==> src/rtl/sys_csr_pkg.sv <==
package sys_csr_pkg;

    localparam int CSR_AW = 12;

    localparam logic [CSR_AW-1:0] ADDR_TVEC    = 12'h105;
    localparam logic [CSR_AW-1:0] ADDR_SCRATCH = 12'h140;
    localparam logic [CSR_AW-1:0] ADDR_SEPC    = 12'h141;
    localparam logic [CSR_AW-1:0] ADDR_CAUSE   = 12'h142;
    localparam logic [CSR_AW-1:0] ADDR_XLATE   = 12'h180;
    localparam logic [CSR_AW-1:0] ADDR_MEPC    = 12'h341;

    localparam int N_ZERO = 13;
    localparam logic [N_ZERO-1:0][CSR_AW-1:0] ZERO_ADDRS = {
        12'hF14, 12'hC01, 12'h3B0, 12'h3A0, 12'h30A, 12'h306, 12'h304,
        12'h303, 12'h302, 12'h300, 12'h14D, 12'h104, 12'h100
    };

    localparam logic [2:0] F3_PRIV = 3'd0;
    localparam logic [2:0] F3_RW   = 3'd1;
    localparam logic [2:0] F3_RS   = 3'd2;

    localparam logic [6:0] F7_ECALL  = 7'd0;
    localparam logic [6:0] F7_SRET   = 7'd8;
    localparam logic [6:0] F7_FENCE  = 7'd9;
    localparam logic [6:0] F7_MRET   = 7'd24;

    typedef enum logic [2:0] {
        SEL_NONE,
        SEL_ZERO,
        SEL_TVEC,
        SEL_SCRATCH,
        SEL_SEPC,
        SEL_CAUSE,
        SEL_XLATE,
        SEL_MEPC
    } csr_sel_e;

endpackage

==> src/rtl/sys_csr_decode.sv <==
module sys_csr_decode
    import sys_csr_pkg::*;
(
    input  logic [CSR_AW-1:0] addr,
    output csr_sel_e          sel
);

    logic [N_ZERO-1:0] zero_hit;

    for (genvar i = 0; i < N_ZERO; i++) begin : g_zero
        assign zero_hit[i] = (addr == ZERO_ADDRS[i]);
    end

    always_comb begin
        case (addr)
            ADDR_TVEC:    sel = SEL_TVEC;
            ADDR_SCRATCH: sel = SEL_SCRATCH;
            ADDR_SEPC:    sel = SEL_SEPC;
            ADDR_CAUSE:   sel = SEL_CAUSE;
            ADDR_XLATE:   sel = SEL_XLATE;
            ADDR_MEPC:    sel = SEL_MEPC;
            default:      sel = (|zero_hit) ? SEL_ZERO : SEL_NONE;
        endcase
    end

endmodule

==> src/rtl/sys_csr_xlate_codec.sv <==
module sys_csr_xlate_codec #(
    parameter int XLEN     = 64,
    parameter int PT_SHIFT = 12,
    parameter int MODE_W   = 4,
    parameter int MODE_VAL = 8
) (
    input  logic [XLEN-1:0] base_q,
    input  logic [XLEN-1:0] wr_val,
    output logic [XLEN-1:0] rd_val,
    output logic            wr_ok,
    output logic [XLEN-1:0] wr_base
);

    localparam logic [MODE_W-1:0] MODE = MODE_W'(MODE_VAL);

    logic wr_zero;
    logic mode_hit;

    assign wr_zero  = (wr_val == '0);
    assign mode_hit = (wr_val[XLEN-1 -: MODE_W] == MODE);
    assign wr_ok    = wr_zero || mode_hit;
    assign wr_base  = wr_zero ? '0 : (wr_val << PT_SHIFT);

    always_comb begin
        rd_val = base_q >> PT_SHIFT;
        if (base_q != '0) begin
            rd_val[XLEN-1 -: MODE_W] = MODE;
        end
    end

endmodule

==> src/rtl/sys_csr_unit.sv <==
module sys_csr_unit
    import sys_csr_pkg::*;
#(
    parameter int XLEN        = 64,
    parameter int PT_SHIFT    = 12,
    parameter int CAUSE_ECALL = 8
) (
    input  logic              clk,
    input  logic              rst_n,
    input  logic              exec_valid,
    input  logic [2:0]        funct3,
    input  logic [6:0]        funct7,
    input  logic [4:0]        rd_idx,
    input  logic [XLEN-1:0]   rs1_val,
    input  logic [CSR_AW-1:0] csr_addr,
    input  logic [XLEN-1:0]   pc,
    output logic              rd_we,
    output logic [4:0]        rd_idx_o,
    output logic [XLEN-1:0]   rd_wdata,
    output logic              redir_valid,
    output logic [XLEN-1:0]   redir_pc,
    output logic              illegal,
    output logic [XLEN-1:0]   pt_base,
    output logic              xlate_en
);

    localparam logic [XLEN-1:0] ALIGN_MASK = {{(XLEN-2){1'b1}}, 2'b00};
    localparam logic [XLEN-1:0] CAUSE_VAL  = XLEN'(CAUSE_ECALL);

    typedef struct packed {
        logic [XLEN-1:0] tvec;
        logic [XLEN-1:0] scratch;
        logic [XLEN-1:0] sepc;
        logic [XLEN-1:0] cause;
        logic [XLEN-1:0] mepc;
        logic [XLEN-1:0] ptbase;
    } csr_state_t;

    typedef struct packed {
        logic            we;
        logic [4:0]      rd;
        logic [XLEN-1:0] wdata;
        logic            redir;
        logic [XLEN-1:0] rpc;
        logic            ill;
    } result_t;

    typedef struct packed {
        csr_state_t st;
        result_t    res;
    } unit_reg_t;

    unit_reg_t r_d, r_q;

    csr_sel_e        sel;
    logic [XLEN-1:0] xlate_rd;
    logic [XLEN-1:0] old_val;
    logic [XLEN-1:0] new_val;
    logic            xlate_ok;
    logic [XLEN-1:0] xlate_base;

    sys_csr_decode u_decode (
        .addr (csr_addr),
        .sel  (sel)
    );

    sys_csr_xlate_codec #(
        .XLEN     (XLEN),
        .PT_SHIFT (PT_SHIFT)
    ) u_xlate (
        .base_q  (r_q.st.ptbase),
        .wr_val  (new_val),
        .rd_val  (xlate_rd),
        .wr_ok   (xlate_ok),
        .wr_base (xlate_base)
    );

    always_comb begin
        case (sel)
            SEL_TVEC:    old_val = r_q.st.tvec;
            SEL_SCRATCH: old_val = r_q.st.scratch;
            SEL_SEPC:    old_val = r_q.st.sepc;
            SEL_CAUSE:   old_val = r_q.st.cause;
            SEL_XLATE:   old_val = xlate_rd;
            SEL_MEPC:    old_val = r_q.st.mepc;
            default:     old_val = '0;
        endcase
        new_val = (funct3 == F3_RW) ? rs1_val : (old_val | rs1_val);
    end

    always_comb begin
        r_d        = r_q;
        r_d.res    = '0;
        r_d.res.rd = rd_idx;
        if (exec_valid) begin
            case (funct3)
                F3_PRIV: begin
                    case (funct7)
                        F7_ECALL: begin
                            r_d.st.sepc   = pc;
                            r_d.st.cause  = CAUSE_VAL;
                            r_d.res.redir = 1'b1;
                            r_d.res.rpc   = r_q.st.tvec & ALIGN_MASK;
                        end
                        F7_MRET: begin
                            r_d.res.redir = 1'b1;
                            r_d.res.rpc   = r_q.st.mepc;
                        end
                        F7_SRET: begin
                            r_d.res.redir = 1'b1;
                            r_d.res.rpc   = r_q.st.sepc;
                        end
                        F7_FENCE: ;
                        default:  r_d.res.ill = 1'b1;
                    endcase
                end
                F3_RW, F3_RS: begin
                    if (sel == SEL_NONE || (sel == SEL_XLATE && !xlate_ok)) begin
                        r_d.res.ill = 1'b1;
                    end else begin
                        r_d.res.we    = 1'b1;
                        r_d.res.wdata = old_val;
                        case (sel)
                            SEL_TVEC:    r_d.st.tvec    = new_val;
                            SEL_SCRATCH: r_d.st.scratch = new_val;
                            SEL_SEPC:    r_d.st.sepc    = new_val;
                            SEL_CAUSE:   r_d.st.cause   = new_val;
                            SEL_XLATE:   r_d.st.ptbase  = xlate_base;
                            SEL_MEPC:    r_d.st.mepc    = new_val;
                            default: ;
                        endcase
                    end
                end
                default: r_d.res.ill = 1'b1;
            endcase
        end
    end

    always_ff @(posedge clk) begin
        if (!rst_n) begin
            r_q <= '0;
        end else begin
            r_q <= r_d;
        end
    end

    assign rd_we       = r_q.res.we;
    assign rd_idx_o    = r_q.res.rd;
    assign rd_wdata    = r_q.res.wdata;
    assign redir_valid = r_q.res.redir;
    assign redir_pc    = r_q.res.rpc;
    assign illegal     = r_q.res.ill;
    assign pt_base     = r_q.st.ptbase;
    assign xlate_en    = (r_q.st.ptbase != '0);

endmodule

==> config.mk <==
export PLATFORM = sky130hd
export DESIGN_NAME = sys_csr_unit
export DESIGN_NICKNAME = d
export VERILOG_FILES = /design/src/rtl/sys_csr_pkg.sv /design/src/rtl/sys_csr_decode.sv /design/src/rtl/sys_csr_xlate_codec.sv /design/src/rtl/sys_csr_unit.sv
export SDC_FILE = /design/constraint.sdc
export NUM_CORES = 1
export LEC_CHECK = 0
export ABC_AREA = 1
export BUFFER_PORTS_ARGS = -buffer_cell sky130_fd_sc_hd__buf_2
export CORE_ASPECT_RATIO = 1.5
export CORE_MARGIN = 5
export CORE_UTILIZATION = 40
export CTS_CLUSTER_SIZE = 14
export DETAILED_ROUTE_END_ITERATION = 7
export HOLD_SLACK_MARGIN = 0.05
export PLACE_DENSITY = 0.6
export SLEW_MARGIN = 20
export SYNTH_ARGS = -nofsm -noshare
export SYNTH_HDL_FRONTEND = slang
export SYNTH_SLANG_ARGS = --single-unit
export TNS_END_PERCENT = 30
==> constraint.sdc <==
create_clock -name clk -period 4.5 [get_ports clk]
set_clock_uncertainty 0.2 [all_clocks]
set_input_delay 1.35 -clock clk [delete_from_list [all_inputs] [get_ports clk]]
set_output_delay 1.35 -clock clk [all_outputs]
set_load 0.005 [all_outputs]
# == Word-level counts from Yosys, hierarchy flattened ==
# Cells that the tools add are included.
# word_totals
reg_bits,520
in_bits,158
output_inout_bits,201
elab_cells,92
# op_classes
n_eq_ne,35
mux,17
n_bitwise,5
n_reduce_logical,23
# op_table
operator,n
64-bit two-way mux,6
64-bit one-hot mux with 6 select lines,1
257-bit two-way mux,1
128-bit one-hot mux with 2 select lines,1
65-bit one-hot mux with 3 select lines,1
128-bit two-way mux,1
"12-bit by 10-bit equality test with 1-bit output, second input constant",9
"12-bit by 9-bit equality test with 1-bit output, second input constant",8
64-bit zero test,1
64-bit bitwise OR,1
64-bit nonzero test,1
"12-bit equality test, second input constant",2
3-bit one-hot mux with 6 select lines,1
4-bit AND reduction,4
"7-bit by 4-bit equality test with 1-bit output, second input constant",2
13-bit OR reduction,1
"3-bit equality test, second input constant",4
5-bit AND reduction,2
"3-bit by 2-bit equality test with 1-bit output, second input constant",3
4-bit OR reduction,2
"7-bit by 5-bit equality test with 1-bit output, second input constant",1
7-bit zero test,1
3-bit zero test,2
"2-bit by 1-bit inequality test with 1-bit output, second input constant",3
other kinds (14),21

# == Longest topological paths before layout ==
# Gate-level depths: netlist (run 1).
# depth
depth_word,15
mapped_depth,28
mapped_depth_nobuf,25

# == Modules after synthesis ==
# Synthesis (run 1) repeated with hierarchy kept, for this count alone.
# unflattened
hier_cells,3948
area_unflattened_um2,26929.6
# modules_own_cells
module,instances,cells_each,area_per_inst_um2,seq_area_each_um2
sys_csr_unit,1,3627,25340.6,10410.0
sys_csr_xlate_codec,1,251,1233.7,0.0
sys_csr_decode,1,70,355.3,0.0

# == Worst setup path before layout (run 1) ==
# Ideal clock, no wire load.
# synth_path
path_kind,input to register
start,input port csr_addr[8]
end,register r_q[386] in the netlist's numbering
setup_time_ns,0.113
t_arrival_ns,3.620
required_time_ns,4.187
slack_ns,0.567
cell_stages,27
path_buffers,4
path_cell_list,inv_1 > nor2_1 > nand2_2 > nor2_4 > nand2_2 > buf_6 > buf_6 > o21ai_1 > inv_2 > nand2_1 > nand2_1 > nand2_1 > nor2_1 > nand2_1 > nor2_1 > nand3_1 > nor2_1 > nand2_1 > nand2_2 > nand2_2 > nand2_2 > nand3_2 > buf_4 > buf_4 > nand2_1 > nand2_1 > nor2_1
# synth_between
elab_chain_cells,15
word_cells_on_any_way,44
classes_between,28 x eq/ne; 7 x mux; 1 x bitwise; 8 x reduce/logical
# synth_lines
item,line_no,source
"start, declared",sys_csr_unit.sv:15,"input logic [CSR_AW-1:0] csr_addr,"
12-bit by 9-bit equality test with 1-bit output (tied with other cells),sys_csr_decode.sv:11,assign zero_hit[i] = (addr == ZERO_ADDRS[i]);
13-bit OR reduction,sys_csr_decode.sv:22,default: sel = (|zero_hit) ? SEL_ZERO : SEL_NONE;
1-bit two-way mux,sys_csr_decode.sv:22,
3-bit one-hot mux with 6 select lines *,sys_csr_decode.sv:15,case (addr)
3-bit equality test (tied with other cells),sys_csr_unit.sv:79,case (sel)
64-bit one-hot mux with 6 select lines,sys_csr_unit.sv:79,
64-bit bitwise OR,sys_csr_unit.sv:88,new_val = (funct3 == F3_RW) ? rs1_val : (old_val | rs1_val);
64-bit two-way mux,sys_csr_unit.sv:88,
64-bit zero test / 4-bit equality test (equally long branches),"sys_csr_xlate_codec.sv:19, sys_csr_xlate_codec.sv:20",
1-bit logical OR,sys_csr_xlate_codec.sv:21,assign wr_ok = wr_zero || mode_hit;
1-bit zero test,sys_csr_unit.sv:118,if (sel == SEL_NONE || (sel == SEL_XLATE && !xlate_ok)) begin
1-bit logical AND,sys_csr_unit.sv:118,
1-bit logical OR,sys_csr_unit.sv:118,
2-bit inequality test (no source line),--,
5-bit AND reduction (no source line),--,
"end signal, assigned",sys_csr_unit.sv:143,r_q <= r_d;
"end, declared",sys_csr_unit.sv:53,"unit_reg_t r_d, r_q;"
# Mark *: on every way between the ends. The rest lies on a longest branch, timed or not. The select of a mux whose other input is x is not followed.
# A chain may end at the register's enable or synchronous reset.

# == Worst setup path after layout (run 1) ==
# layout_path
start,input port csr_addr[5]
end,register r_q[234] in the netlist's numbering
# layout_between
elab_chain_cells,15
word_cells_on_any_way,40
classes_between,26 x eq/ne; 4 x mux; 2 x bitwise; 8 x reduce/logical
# layout_lines
item,line_no
12-bit by 9-bit equality test with 1-bit output (tied with other cells),sys_csr_decode.sv:11
13-bit OR reduction,sys_csr_decode.sv:22
1-bit two-way mux,sys_csr_decode.sv:22
3-bit one-hot mux with 6 select lines *,sys_csr_decode.sv:15
3-bit equality test (tied with other cells),"sys_csr_unit.sv:79, sys_csr_unit.sv:123"
64-bit one-hot mux with 6 select lines,sys_csr_unit.sv:79
64-bit bitwise OR,sys_csr_unit.sv:88
64-bit two-way mux,sys_csr_unit.sv:88
64-bit zero test / 4-bit equality test (equally long branches),"sys_csr_xlate_codec.sv:19, sys_csr_xlate_codec.sv:20"
1-bit logical OR,sys_csr_xlate_codec.sv:21
1-bit zero test,sys_csr_unit.sv:118
1-bit logical AND,sys_csr_unit.sv:118
1-bit logical OR,sys_csr_unit.sv:118
1-bit NOT (no source line),--
4-bit AND reduction (no source line),--
# Mark *: on every way between the ends. The rest lies on a longest branch, timed or not.

==> impl_results.md, run 1 <==
* Status: finished, final reports clean
* Arrival @ worst endpoint at 4.66 ns
* Final setup violation count at 0
* Die H at 324.7 um
* Ys async rst share at 0%
* Die Area at 71,370 um^2
* Clk pwr share at 48.5%
* Power density over the cells at 319.5 nW/um^2
* CP max-delay cell: clkbuf_16
* Max VDD drop at 0.2926 mV
* Ys Warns at 0
* Number of synthesized flops with an enable pin at 0
* Number of global-route vias before repair at 27,200
* HPWL after DPL at 76,230 um
* Crit path top cell by count: nand2_1
* DRT Wirelength at 113,000 um
* Largest net degree at the start of global routing at 120
* Startpoint Class: input pin
* 1st-iter DRT viols at 2,884
* Avg Cell Area, Syn at 6.394 um^2
* Filler Cell Count at 6,863
* Vias per Instance at 5.232
* Max Slew Vio Count at 0
* CP required at 4.77 ns
* Clk slew on worst S/H paths at 0.07 ns
* Initial Utilization at 40.34%
* Worst slew pin tran at 0.8570 ns
* Site Rows at 115
* Count of cell types in the netlist at 38
* Depth of the CTS H-tree at 2
* CP Launch Point: csr_addr[5]
* Post-Synthesis Cell Area at 26,410 um^2
* Die outline width at 219.8 um
* Critical path peak fanout at 13
* Dpl ws at -0.7844 ns
* Routed Antenna Nets at 0
* Inserted Clock Buffers at 54
* Combinational Power Share at 7.2%
* Slew HR at 42.86%
* Port Buf Inserts at 346
* Placed cell count at 5,264
* Ports at 359
* Register area share after synthesis at 38.51%
* Number of nets in the layout at 4,613
* P_sw at 2579 uW
* Share of layout cells above drive strength 1 at 19.78%
* Total track usage at 30.28%
* Final core utilization at 49.59%
* Most frequent cells in the layout: nand2_1, dfxtp_1, nor2_1
* Fin cells at 5,382
* Reg2reg setup slack at 0.54 ns
* Clk buf depth at 3
* Initial antenna violation count at 8
* Number of synthesized register bits at 508
* Drt pass-1 iters at 6
* Hold Slack at 0.2627 ns
* First-pass GRT wire length at 166,300 um
* Hold-fix buffers, CTS at 0
* Worst-skew pair later-pin latency at 0.64 ns
* CTS tree: yes
* Min-delay src: r_q[235]
* Sequential standard cell area at 10,170 um^2
* Worst hold path type: flip-flop to flip-flop
* Most common cell after layout, fill and taps aside: nand2_1
* Final worst-path cycle share at 97.43%
* DR vias at 28,160
* Final Instance Area at 32,470 um^2
* Crit. End Element: flip-flop
* Max Cap Viol at 0
* Avg WL per Cell at 21.00 um
* Fin. Hold Viols at 0
* Cell Area, Placed at 30,190 um^2
* GPL Wtd Cong at 0.9146
* Crit path capture: r_q[234]
* Congestion Overflow GR at 0
* CP peak stage delay at 0.22 ns
* Setup ws final at 0.1155 ns
* Fmax at 228.1 MHz
* Tmin final at 4.384 ns
* Core Region at 65,470 um^2
* Main synth FF type: dfxtp_1
* Critical path class: input pin to flip-flop
* Area of the multi-input gates at 12,030 um^2
* Static leakage at 0.01600 uW
* R2r startpoint: pt_base[19]
* Share of power burned in registers at 44.3%
* Area growth syn-to-layout at 22.94%
* Clock sink count at 508
* Drt drc at 0
* P_int at 7794 uW
* Root Buffer: clkbuf_16
* Worst r2r path cells at 23
* Sw frac at 24.87%
* Gate Count Post-Synth at 4,130
* Worst r2r dst: r_q[234]
==> sequential cells by signal (all words and copies together) (netlist names) <==
name	flops
redir_valid	1
illegal	1
rd_idx_o	5
pt_base	52
redir_pc	64
rd_we	1
r_q	320
rd_wdata	64
==> power groups by stage <==
stage | logic (uW) | clock network [uW] | registers [uW]
CTS | 732 | 5120 | 4590
global route | 809 | 5280 | 4600
detailed placement | 727 | 0 | 4690
floorplan | 393 | 0 | 4690
finish | 744 | 5030 | 4590
global placement | 724 | 0 | 4690
==> cells in the mapped netlist, types with 2 or more instances <==
cell type  number  area, um^2
buf_6           6       67.56
nor2_1        500        1877
o22ai_1        12       75.07
o21ai_0        58       290.3
inv_1         450        1689
nand2_1      1199        4501
o221ai_1       35       306.5
buf_4         233        1749
nor3b_1         2       15.01
nand3_2         2       20.02
o211ai_1       18       135.1
nor3_1          4       20.02
a21oi_1       307        1536
nand2_2        10       62.56
nand4_1        70       437.9
buf_2          68       340.3
or2_2           6       37.54
a31oi_1         2       12.51
nor2_2          5       31.28
a211oi_1        2       15.01
nor2_4          3       33.78
inv_2          14       52.55
nand3_1       427        2137
clkbuf_1      126       473.0
buf_1          25       93.84
nand4_2         2       25.02
dfxtp_1       508       10170
o21ai_1        26       130.1
==> kinds of logic after synthesis <==
group / synth area share (%)
other: 0.01420
buffers and inverters: 16.92
AOI/OAI and AO/OA: 9.651
DFF: 38.51
and+or+nand+nor: 34.90
==> final cells by class <==
class	count	area share (%)
multi-input combinational	2710	37.05
antenna	6	0.04624
clock inverter	31	1.376
timing repair buffer	716	16.72
sequential	508	31.32
inverter	465	5.403
clock buffer	69	4.709
tap	877	3.380
==> metal layers <==
layer	part of all wire [%]	GRT usage (%)	vias up
li1	-	-	13410
met1	39	38.35	13020
met2	46	48.62	1402
met3	9.0	5.087	326
met4	5.9	17.05	4
met5	0.027	0	-
==> critical path, delay by kind of cell <==
family,cells,cell delay (ns)
buf+inv,8,1.07
compound gates,2,0.12
simple gates,19,2.08
==> timing repair <==
action                                  CTS  global route
endpoints found under the hold margin     0             0
pin swaps                                 2             6
resized for setup                         3            25
buffers inserted                          2             7
endpoints found under the setup margin  319           403
gates cloned                              0             3
==> how the worst min path moves through the flow <==
stage          endpoint  slack [ns]  cells after the start
3_3_place_gp   r_q[253]        0.25                      2
3_5_place_dp   r_q[253]        0.25                      2
4_1_cts        r_q[253]        0.26                      2
6_report       r_q[235]        0.26                      2
5_1_grt        r_q[253]        0.27                      2
2_1_floorplan  r_q[222]        0.24                      2
==> metrics by stage <==
stage	power, uW	TNS (ns)
2_1_floorplan	5081	0
3_3_place_gp	5418	-297.53
3_5_place_dp	5422	-297.95
4_1_cts	10440	0
5_1_grt	10690	-0.06119
6_report	10370	0
Power figures use the tool's default switching activity.
==> inputs of run 2 (changes only) <==
==> constraint.sdc (replaced) <==
create_clock -name clk -period 5.5 [get_ports clk]
set_clock_uncertainty 0.2 [all_clocks]
set_input_delay 1.65 -clock clk [delete_from_list [all_inputs] [get_ports clk]]
set_output_delay 1.65 -clock clk [all_outputs]
set_load 0.005 [all_outputs]
==> run 2 against run 1 <==
Utilization is 2.9 points lower. Via count is 2.0% lower. Sequential share of layout area is 1.9 points higher. Critical path depth is 13 lower. Worst hold slack worse by 0.0018 ns. Clock power is 27% lower. Cell count is 3.3% lower. Power is 23% lower. Flip-flop and latch count stayed put. Register-to-register slack better by 1.1 ns. Combinational power is 22% lower. Count of clock-buffer cells in the layout is 1 higher. Critical path type unchanged. Critical endpoint is now rd_wdata[58].
==> impl_results.md, run 2 (synthesized netlist as in run 1, its figures left out) <==
* Final Instance Area at 30,590 um^2 (was 32,470 um^2)
* Max VDD drop at 0.1912 mV (was 0.2926 mV)
* Hold-fix buffers, CTS at 0 (unchanged)
* Startpoint Class: input pin (unchanged)
* Die outline width at 219.8 um (unchanged)
* Drt pass-1 iters at 6 (unchanged)
* Core Region at 65,470 um^2 (unchanged)
* DRT Wirelength at 110,600 um (was 113,000 um)
* Max Cap Viol at 0 (unchanged)
* Initial antenna violation count at 5 (was 8)
* Number of global-route vias before repair at 26,820 (was 27,200)
* Worst r2r dst: r_q[244] (was r_q[234])
* Critical path class: input pin to flip-flop (unchanged)
* Reg2reg setup slack at 1.66 ns (was 0.54 ns)
* Worst-skew pair later-pin latency at 0.64 ns (about the same)
* RSZ-0062 raised after global routing: no
* Biggest register: r_q (unchanged)
* DR vias at 27,590 (was 28,160)
* GPL Wtd Cong at 0.8943 (was 0.9146)
* Clk buf depth at 3 (unchanged)
* Die H at 324.7 um (unchanged)
* Number of flip-flops in the largest register at 320 (unchanged)
* Static leakage at 0.01502 uW (was 0.01600 uW)
* Clock sink count at 508 (unchanged)
* Area growth syn-to-layout at 15.83% (was 22.94%)
* Final core utilization at 46.73% (was 49.59%)
* Fmax at 199.5 MHz
* Crit. End Element: flip-flop (unchanged)
* Total track usage at 29.98% (was 30.28%)
* Crit path capture: rd_wdata[58] (was r_q[234])
* Post-CTS Setup Inserts at 0 (was 2)
* Routed Antenna Nets at 0 (unchanged)
* Most frequent cells in the layout: nand2_1, dfxtp_1, nor2_1 (unchanged)
* HPWL after DPL at 72,950 um (was 76,230 um)
* Power density over the cells at 261.8 nW/um^2 (was 319.5 nW/um^2)
* Most common cell after layout, fill and taps aside: nand2_1 (unchanged)
* Critical path peak fanout at 24 (was 13)
* Depth of the CTS H-tree at 2 (unchanged)
* Avg WL per Cell at 21.26 um (was 21.00 um)
* Filler Cell Count at 7,008 (was 6,863)
* Cell Area, Placed at 28,870 um^2 (was 30,190 um^2)
* First-pass GRT wire length at 164,900 um (was 166,300 um)
* Clk slew on worst S/H paths at 0.07 ns (about the same)
* Area of the multi-input gates at 11,960 um^2 (was 12,030 um^2)
* 1st-iter DRT viols at 2,881 (was 2,884)
* CP Launch Point: csr_addr[8] (was csr_addr[5])
* Worst hold path type: flip-flop to flip-flop (unchanged)
* Final worst-path cycle share at 91.14%
* Final setup violation count at 0 (unchanged)
* Status: finished, final reports clean (unchanged)
* Drt drc at 0 (unchanged)
* Worst r2r path cells at 21 (was 23)
* Vias per Instance at 5.303 (was 5.232)
* Slew HR at 33.94% (was 42.86%)
* Port Buf Inserts at 346 (unchanged)
* CTS tree: yes (unchanged)
* Hold Slack at 0.2610 ns (was 0.2627 ns)
* Number of nets in the layout at 4,442 (was 4,613)
* CP required at 5.83 ns (was 4.77 ns)
* Root Buffer: clkbuf_16 (unchanged)
* Ports at 359 (unchanged)
* Fin. Hold Viols at 0 (unchanged)
* Tmin final at 5.013 ns
* Inserted Clock Buffers at 53 (was 54)
* Initial Utilization at 40.34% (unchanged)
* Sequential standard cell area at 10,170 um^2 (unchanged)
* Site Rows at 115 (unchanged)
* Congestion Overflow GR at 0 (unchanged)
* Worst slew pin tran at 0.9909 ns (was 0.8570 ns)
* Arrival @ worst endpoint at 5.34 ns (was 4.66 ns)
* Max Slew Vio Count at 0 (unchanged)
* CTS resizes at 0 (was 3)
* Largest net degree at the start of global routing at 119 (was 120)
* R2r startpoint: pt_base[19] (unchanged)
* Share of layout cells above drive strength 1 at 15.99% (was 19.78%)
* Die Area at 71,370 um^2 (unchanged)
[run 2: worst min-delay path by stage]
stage	from	end	slack [ns]	cells past startpoint
floorplan	r_q[222]	r_q[222]	0.24	2
global placement	r_q[222]	r_q[222]	0.25	2
detailed placement	r_q[206]	r_q[206]	0.25	2
CTS	r_q[206]	r_q[206]	0.26	2
global route	r_q[207]	r_q[207]	0.27	2
finish	r_q[235]	r_q[235]	0.26	2
[run 2: final cells by class]
class / instances / share of cell area [%]
Inverter: 465 / 5.734
Clock inverter: 22 / 0.6790
Clock buffer: 70 / 4.912
Tap cell: 877 / 3.587
Timing Repair Buffer: 546 / 12.70
Sequential cell: 508 / 33.24
Antenna cell: 4 / 0.03272
Multi-Input combinational cell: 2710 / 39.11
[run 2: where the power goes]
group          switching (uW)  internal, uW
clock                    1620          2060
combinational             395           182
sequential               25.6          3730
[run 2: metal layers]
metal	part of all wire [%]	up-vias	GRT usage, %
li1	-	13050	-
met1	39	12820	37.80
met2	46	1384	48.33
met3	8.6	335	5.133
met4	6.4	2	16.70
met5	0.012	-	0
[run 2: critical path: stages]
cell and delay, ns:
buf_2 0.10, inv_1 0.05, nor2_1 0.15, nand2_1 0.11, nor2_4 0.69, buf_4 0.28, nand2_1 0.13, nand4_1 0.22
nor2_1 0.12, o2111ai_4 0.29, o21ai_0 0.19, nand2_1 0.65, buf_4 0.28, o21ai_0 0.08, nor3_1 0.20, nor2_1 0.10
[run 2: stage by stage]
step           TNS, ns  std cells  power, uW  setup slack [ns]
6_report             0       5202       8008            0.4874
5_1_grt              0       5202       8272            0.2642
4_1_cts              0       5198       8060            0.5867
3_5_place_dp    -2.439       5106       4408          -0.06521
3_3_place_gp    -2.050       5106       4404          -0.06216
2_1_floorplan        0       4141       4157             1.267
